### src/rtl/mbox_pkg.sv
package mbox_pkg;
  localparam int ADDR_W = 8;
  localparam int WORD_W = 32;
  localparam int CMD_ADDR = 'h00;
  localparam int STATUS_ADDR = 'h04;
  localparam int WBUF_BASE = 'h80;
  localparam int RBUF_BASE = 'h90;
  localparam int IOC_BIT = 8;

  typedef struct packed {
    logic cmdAccept;
    logic cmdReject;
    logic doneAccept;
  } mboxStrobes_t;
endpackage

### src/rtl/mbox_ctrl.sv
module mbox_ctrl
  import mbox_pkg::*;
(
  input  logic              clk,
  input  logic              rstN,
  input  logic              regWrEn,
  input  logic [ADDR_W-1:0] regAddr,
  input  logic              iocIn,
  input  logic              rspDone,
  output mboxStrobes_t      strb,
  output logic              busy,
  output logic              overrun,
  output logic              reqStart,
  output logic              irqPulse
);
  logic cmdHit;
  logic iocQ;

  assign cmdHit          = regWrEn && (regAddr == ADDR_W'(CMD_ADDR));
  assign strb.cmdAccept  = cmdHit && !busy;
  assign strb.cmdReject  = cmdHit && busy;
  assign strb.doneAccept = rspDone && busy;

  always_ff @(posedge clk) begin
    if (!rstN) begin
      busy     <= 1'b0;
      overrun  <= 1'b0;
      reqStart <= 1'b0;
      irqPulse <= 1'b0;
      iocQ     <= 1'b0;
    end else begin
      reqStart <= strb.cmdAccept;
      irqPulse <= strb.doneAccept && iocQ;
      if (strb.cmdAccept) begin
        busy    <= 1'b1;
        iocQ    <= iocIn;
        overrun <= 1'b0;
      end else if (strb.doneAccept) begin
        busy <= 1'b0;
      end
      if (strb.cmdReject) overrun <= 1'b1;
    end
  end
endmodule

### src/rtl/mbox_dpath.sv
module mbox_dpath
  import mbox_pkg::*;
#(
  parameter int WBUF_WORDS = 5,
  parameter int RBUF_WORDS = 4
) (
  input  logic                         clk,
  input  logic                         rstN,
  input  mboxStrobes_t                 strb,
  input  logic                         busy,
  input  logic                         overrun,
  input  logic                         regWrEn,
  input  logic [ADDR_W-1:0]            regAddr,
  input  logic [WORD_W-1:0]            regWdata,
  input  logic                         regByte,
  output logic [WORD_W-1:0]            regRdata,
  output logic [WORD_W-1:0]            statusWord,
  output logic [WORD_W-1:0]            reqCmd,
  output logic [WBUF_WORDS*WORD_W-1:0] wrBufFlat,
  input  logic                         rspError,
  input  logic [7:0]                   rspCode,
  input  logic [7:0]                   rspInitiator,
  input  logic                         rspRdWe,
  input  logic [$clog2(RBUF_WORDS)-1:0] rspRdIdx,
  input  logic [WORD_W-1:0]            rspRdData
);
  localparam int RIDX_W = $clog2(RBUF_WORDS);
  localparam int RBUF_END = RBUF_BASE + 4 * RBUF_WORDS;

  logic              errQ;
  logic [7:0]        codeQ;
  logic [7:0]        initQ;
  logic [WORD_W-1:0] rbufQ [RBUF_WORDS];

  always_ff @(posedge clk) begin
    if (!rstN) begin
      reqCmd <= '0;
      errQ   <= 1'b0;
      codeQ  <= '0;
      initQ  <= '0;
    end else if (strb.cmdAccept) begin
      reqCmd <= regWdata;
      errQ   <= 1'b0;
    end else if (strb.doneAccept) begin
      errQ  <= rspError;
      codeQ <= rspCode;
      initQ <= rspInitiator;
    end
  end

  for (genvar k = 0; k < WBUF_WORDS; k++) begin : gWbuf
    always_ff @(posedge clk) begin
      if (!rstN)
        wrBufFlat[k*WORD_W +: WORD_W] <= '0;
      else if (regWrEn && regAddr == ADDR_W'(WBUF_BASE + 4 * k))
        wrBufFlat[k*WORD_W +: WORD_W] <= regWdata;
    end
  end

  for (genvar k = 0; k < RBUF_WORDS; k++) begin : gRbuf
    always_ff @(posedge clk) begin
      if (!rstN)
        rbufQ[k] <= '0;
      else if (rspRdWe && rspRdIdx == RIDX_W'(k))
        rbufQ[k] <= rspRdData;
    end
  end

  assign statusWord = {8'h00, codeQ, initQ, reqCmd[15:12], 1'b0, overrun, errQ, busy};

  logic [ADDR_W-1:0] rOff;
  logic [RIDX_W-1:0] rIdx;
  logic              rHit;
  logic [WORD_W-1:0] rWord;

  assign rOff  = regAddr - ADDR_W'(RBUF_BASE);
  assign rIdx  = rOff[RIDX_W+1:2];
  assign rHit  = (regAddr >= ADDR_W'(RBUF_BASE)) && (regAddr < ADDR_W'(RBUF_END));
  assign rWord = rbufQ[rIdx];

  always_comb begin
    regRdata = '0;
    if (regAddr == ADDR_W'(STATUS_ADDR))
      regRdata = statusWord;
    else if (rHit && regByte)
      regRdata = {24'h0, rWord[{regAddr[1:0], 3'b000} +: 8]};
    else if (rHit)
      regRdata = rWord;
  end
endmodule

### src/rtl/doorbell_mailbox.sv
module doorbell_mailbox
  import mbox_pkg::*;
#(
  parameter int WBUF_WORDS = 5,
  parameter int RBUF_WORDS = 4
) (
  input  logic                          clk,
  input  logic                          rstN,
  input  logic                          regWrEn,
  input  logic [ADDR_W-1:0]             regAddr,
  input  logic [WORD_W-1:0]             regWdata,
  input  logic                          regByte,
  output logic [WORD_W-1:0]             regRdata,
  output logic                          reqStart,
  output logic [WORD_W-1:0]             reqCmd,
  output logic [WBUF_WORDS*WORD_W-1:0]  wrBufFlat,
  input  logic                          rspDone,
  input  logic                          rspError,
  input  logic [7:0]                    rspCode,
  input  logic [7:0]                    rspInitiator,
  input  logic                          rspRdWe,
  input  logic [$clog2(RBUF_WORDS)-1:0] rspRdIdx,
  input  logic [WORD_W-1:0]             rspRdData,
  output logic                          irqPulse
);
  mboxStrobes_t      strb;
  logic              busy;
  logic              overrun;
  logic [WORD_W-1:0] statusWord;

  mbox_ctrl uCtrl (
    .clk(clk), .rstN(rstN), .regWrEn(regWrEn), .regAddr(regAddr),
    .iocIn(regWdata[IOC_BIT]), .rspDone(rspDone), .strb(strb),
    .busy(busy), .overrun(overrun), .reqStart(reqStart), .irqPulse(irqPulse)
  );

  mbox_dpath #(.WBUF_WORDS(WBUF_WORDS), .RBUF_WORDS(RBUF_WORDS)) uDpath (
    .clk(clk), .rstN(rstN), .strb(strb), .busy(busy), .overrun(overrun),
    .regWrEn(regWrEn), .regAddr(regAddr), .regWdata(regWdata), .regByte(regByte),
    .regRdata(regRdata), .statusWord(statusWord), .reqCmd(reqCmd),
    .wrBufFlat(wrBufFlat), .rspError(rspError), .rspCode(rspCode),
    .rspInitiator(rspInitiator), .rspRdWe(rspRdWe), .rspRdIdx(rspRdIdx),
    .rspRdData(rspRdData)
  );
endmodule

### config.mk
export PLATFORM = sky130hd
export DESIGN_NAME = doorbell_mailbox
export DESIGN_NICKNAME = d
export VERILOG_FILES = /design/src/rtl/mbox_pkg.sv /design/src/rtl/mbox_ctrl.sv /design/src/rtl/mbox_dpath.sv /design/src/rtl/doorbell_mailbox.sv
export SDC_FILE = /design/constraint.sdc
export NUM_CORES = 1
export LEC_CHECK = 0
export ABC_AREA = 1
export BUFFER_PORTS_ARGS = -buffer_cell sky130_fd_sc_hd__buf_4
export CAP_MARGIN = 20
export CORE_ASPECT_RATIO = 0.8
export CORE_UTILIZATION = 40
export DETAILED_ROUTE_END_ITERATION = 10
export SKIP_LAST_GASP = 1
export SLEW_MARGIN = 20
export SYNTH_ARGS = -nofsm -noshare
export SYNTH_HDL_FRONTEND = slang
export SYNTH_HIERARCHICAL = 1
export SYNTH_SLANG_ARGS = --single-unit
### constraint.sdc
create_clock -name clk -period 2.35 [get_ports clk]
set_clock_uncertainty 0.15 [all_clocks]
set_input_delay 0.47 -clock clk [delete_from_list [all_inputs] [get_ports clk]]
set_output_delay 0.47 -clock clk [all_outputs]
set_load 0.05 [all_outputs]
==> results of run 1 <==
[timing repair]
| action | CTS | global route |
|---|---|---|
| gates resized for setup | 63 | 70 |
| pin swaps | 18 | 62 |
| buffers inserted | 1 | 5 |
| setup endpoints to repair | 25 | 24 |
| gates cloned | 5 | 3 |
[layer usage]
| metal | global-route usage (%) | part of all wire, % | vias up |
|---|---|---|---|
| met2 | 36.7 | 43 | 475 |
| met1 | 36.6 | 46 | 5770 |
| met4 | 8.41 | 3.0 | 0 |
| met5 | 0 | 0 | - |
| li1 | - | - | 5957 |
| met3 | 4.74 | 7.9 | 75 |
[worst max path at each step]
| stage | cells after the start | slack (ns) | end |
|---|---|---|---|
| final | 11 | -0.17 | regRdata[3] |
| after global routing | 11 | -0.22 | regRdata[3] |
| after CTS | 11 | -0.11 | regRdata[3] |
| after detailed placement | 14 | -0.21 | regRdata[2] |
| after global placement | 14 | -0.22 | regRdata[2] |
| after floorplan | 12 | -0.04 | regRdata[3] |
[critical path, cell delays in order, from the launching register on]
cell and delay (ns):
edfxtp_1 0.33, inv_1 0.05, nand2_1 0.07, nand2_1 0.05, nand2_1 0.06, nand2_2 0.11
nand2_1 0.08, nand2_1 0.07, nand2_1 0.06, nand2_1 0.07, a21boi_2 0.22, buf_6 0.19
[state kept, by name (all words and copies together), names as in the netlist]
name and count:
uDpath/initQ 8, uDpath/wrBufFlat 160, uCtrl/busy 1, uCtrl/overrun 1
uCtrl/irqPulse 1, uCtrl/iocQ 1, uDpath/codeQ 8, uDpath/errQ 1
uDpath/rbufQ 128, uCtrl/reqStart 1, uDpath/reqCmd 32
[power by group through the flow]
stage	Combinational [mW]	Clock, mW	Sequential [mW]
2_1_floorplan	0.534	0	6.51
3_3_place_gp	1.09	0	6.49
3_5_place_dp	1.10	0	6.50
4_1_cts	1.18	5.66	6.37
5_1_grt	1.34	5.88	6.38
6_report	1.25	5.53	6.37
[cell type report]
cell class | count | area (µm²)
Clock inverter | 18 | 139
Inverter | 107 | 429
Fill cell | 3034 | 14600
Clock buffer | 46 | 998
Multi-Input combinational cell | 1034 | 5190
Tap cell | 434 | 543
Sequential cell | 342 | 8130
Timing Repair Buffer | 427 | 3790
[per-stage QoR]
step                instances  utilization [%]  hold slack [ns]  power (mW)
finish                   2408             56.9           0.0231        13.1
global route             2408             56.9           0.0155        13.6
CTS                      2402             55.8          0.00222        13.2
detailed placement       2332             51.3            0.298        7.59
global placement         2332             51.3            0.302        7.59
floorplan                1586                -            0.272        7.05
==> metrics.txt, run 1 <==
Final Max Slew Viols 0; FF-to-FF Start uCtrl/busy; Sw Share 24.5%; CP startpoint uDpath/rbufQ[3][19]; Clock Power Share 42.1%; Fin Setup TNS -0.597 ns; Hold Path Origin rspCode[6]; DRT iter0 DRCs ~1.1k; status finished with violations; Mapped Area 0.0138 mm²; layout cells sized above 1 31.0%; Synth warnings 6; pre-CTS WS -0.209 ns; chip height between 150 and 200 µm; DRC viols 0; P per Cell Area 684 mW/mm²; commonest non-fill, non-tap cell in the layout buf_4; part of the power in combinational logic 9.5%; CTS Buf Count 36; largest net degree at the start of global routing 144; initial antenna violation count 0; Fin. Hold Viols 0; Startpoint Class flop; VDD IR max 0.000520 V; number of vias per cell 5.10; maximum buffer depth of the clock tree 3; Seq pwr share roughly 49%; WL/cell 18.8 µm; Antenna Nets Post-Route 0; worst setup margin -0.165 ns; reg2reg path depth 7; Die Span X 210 µm; Clock Tree Root clkbuf_16; element type at the critical path end output pin; # Max-Cap Violations 0; number of setup violations in the final report 9; Final Cycle Share 107%; Worst-Skew Late Latency 0.53 ns; crit path DAT 1.90 ns; Avg Inst Size Synth approximately 8.7 µm²; routed via count 12.3k; synth-to-layout area growth 39.0%; CTS sink count about 340; top-level port count approximately 320; Hold/Removal Path Class in2reg; Net Sw Power 3.22 mW; Crit Path Class reg2out; 1st-pass router iterations 5; Worst EP required 1.73 ns; failing checks setup timing; All-Layer GR Usage 25.0%; Placement Cell Area 0.0173 mm²; Tightest Pin Transition 1.05 ns; most frequent cells in the layout buf_4, nand2_1, dfxtp_1; routed wire length 45300 µm; Final Cell Area 0.0192 mm²; CTS tree built; final net count about 2.0k; Post-Syn Nets 1683; Slew headroom a little under 30%; RSZ-0062 raised after global routing true; Initial Util 40.9%; crit path time final 2.52 ns; Hold Buf Count CTS 0; Worst-path clk slew roughly 0.06 ns; DP HPWL between 20000 and 30000 µm; die area 0.0353 mm²; crit-path max FO 2; gate count after technology mapping 1586; total global routing overflow 0; Port Buf Inserts ~320; Min-Delay Endpoint uDpath/codeQ[6]; vias in the first global route approximately 11k; worst reg-to-reg setup slack approximately 0.75 ns; Placement Rows 60; Static Leakage 8.88 nW; gpl congestion roughly 0.85; Max Clock Freq approximately 400 MHz; hold path depth 3; ANT cells 0; Int Pwr 9.93 mW; H-tree depth 2; first-pass GRT wire length 68200 µm; Critical R2R Capture uDpath/codeQ[7]; core area 0.0338 mm²
No activity file was read; power rests on OpenSTA's default activity.
==> inputs of run 2 (changes only) <==
--- a/config.mk
+++ b/config.mk
@@ -9,7 +9,7 @@
 export BUFFER_PORTS_ARGS = -buffer_cell sky130_fd_sc_hd__buf_4
 export CAP_MARGIN = 20
 export CORE_ASPECT_RATIO = 0.8
-export CORE_UTILIZATION = 40
+export CORE_UTILIZATION = 25
 export DETAILED_ROUTE_END_ITERATION = 10
 export SKIP_LAST_GASP = 1
 export SLEW_MARGIN = 20
==> metrics.txt, run 2 (synthesis results as in run 1) <==
register area 0.00813 mm²; maximum buffer depth of the clock tree 3; Crit Path Class in2out; first-pass GRT wire length 71300 µm; initial antenna violation count 1; P per Cell Area 684 mW/mm²; Clock Tree Root clkbuf_16; DP HPWL 32300 µm; final net count 2081; Die Span X ~260 µm; gpl congestion 0.811; Placement Rows 76; crit path DAT between 1.5 and 2 ns; 1st-pass router iterations 5; H-tree depth 2; Fillers 5417; crit-path max FO 8; Worst EP required 1.73 ns; RSZ-0062 raised after global routing true; total global routing overflow 0; Fin. Hold Viols 0; element type at the critical path end output pin; Max Clock Freq 394 MHz; chip height 212 µm; core area 0.0542 mm²; DRC viols 0; CTS sink count 342; crit path time final 2.54 ns; most frequent cells in the layout buf_4, nand2_1, dfxtp_1; final std cells w/o fill between 2k and 3k; worst setup margin -0.185 ns; Slew headroom 56.1%; WL/cell 18.1 µm; number of vias per cell 4.61; failing checks setup timing; layout cells sized above 1 31.8%; Post-Place Cells approximately 2.6k; routed wire length 49300 µm; VDD IR max 0.000381 V; Largest register FFs 160; Final Max Slew Viols 0; status finished with violations; commonest non-fill, non-tap cell in the layout buf_4; Antenna Nets Post-Route 0; vias in the first global route 11.7k; Static Leakage 9.13 nW; largest net degree at the start of global routing roughly 130; Worst-Skew Late Latency around 0.54 ns; # Max-Cap Violations 0; number of setup violations in the final report 26; multi-input logic area 0.00521 mm²; top-level port count between 300 and 400; CTS tree built; Tightest Pin Transition approximately 0.66 ns; Port Buf Inserts 322; Largest regs uDpath/wrBufFlat: 160 flops, uDpath/rbufQ: 128 flops, uDpath/reqCmd: 32 flops; CTS Buf Count 38; synth-to-layout area growth 45.7%; Final Cycle Share 108%; Worst-path clk slew about 0.060 ns; Hold/Removal Path Class in2reg; routed via count 12.5k; Initial Util 25.5%; DRT iter0 DRCs 883; All-Layer GR Usage ~17%; Final Util 37.2%; die area 0.0562 mm²; Most flops, register uDpath/wrBufFlat; Startpoint Class input port
==> run 2: changes by cell type in the layout (fill, tap and decap cells not counted), sizes merged, moves of 2 or more <==
cell	before	now
bufinv	1	3
diode	0	2
clkinv	16	14
dlygate4sd3	0	16
clkbuf	48	56
buf	424	441
==> run 2: final timing paths <==
kind / start / end / slack, ns / cells after the start
max: regAddr[2] / regRdata[3] / -0.19 / 15
max reg2reg: uCtrl/busy / uDpath/codeQ[3] / 0.71 / 8
min reg2reg: uCtrl/iocQ / uCtrl/irqPulse / 0.30 / 2
min: rspError / uDpath/errQ / 0.08 / 3
==> run 2: layout make-up <==
type	count	share of cell area, %
sequential	342	40.3
antenna	2	0.0248
multi-input combinational	1034	25.9
timing repair buffer	461	20.9
clock inverter	18	1.14
inverter	107	2.10
tap	702	4.36
clock buffer	52	5.29
==> run 2: power by group <==
group	internal (mW)	leakage (nW)	switching (mW)
Sequential	6.32	2.98	0.0552
Combinational	0.500	5.52	0.780
Clock	3.57	0.630	2.55
==> run 2: critical path, stage by stage <==
cell and delay [ns]:
buf_12 0.09, clkinvlp_4 0.09, buf_12 0.17, buf_12 0.14, buf_8 0.12, nand2_2 0.05, nand2_1 0.04, nand2_1 0.06
nand2_2 0.05, nand2_1 0.06, nand2_1 0.06, nand2_1 0.06, nand2_1 0.06, a21boi_2 0.18, buf_6 0.18
==> run 2: what timing repair did <==
action                                  CTS  global route
endpoints found under the hold margin    16             0
gates cloned                              4             5
endpoints found under the setup margin   27            30
buffers inserted                          7             4
pin swaps                                41            39
hold buffers                             16             0
gates resized for setup                  78            64
==> run 2: per-stage QoR <==
step / hold slack, ns / total power, mW / setup TNS, ns / worst slack, ns / instance area [µm²]
6_report: 0.0754 / 13.8 / -2.22 / -0.185 / 20100
2_1_floorplan: 0.272 / 7.05 / -0.0492 / -0.0417 / 14000
3_3_place_gp: 0.293 / 7.61 / -2.90 / -0.180 / 17900
4_1_cts: 0.0217 / 13.9 / -2.54 / -0.158 / 19800
5_1_grt: 0.0537 / 14.3 / -4.10 / -0.294 / 20100
3_5_place_dp: 0.293 / 7.63 / -3.45 / -0.209 / 17900
==> run 2: layer usage <==
| metal | up-vias | global-route usage (%) | part of all wire, % |
|---|---|---|---|
| met4 | 0 | 5.72 | 2.6 |
| li1 | 6040 | - | - |
| met5 | - | 0 | 0 |
| met3 | 70 | 2.57 | 5.8 |
| met1 | 6019 | 22.8 | 45 |
| met2 | 404 | 26.3 | 46 |
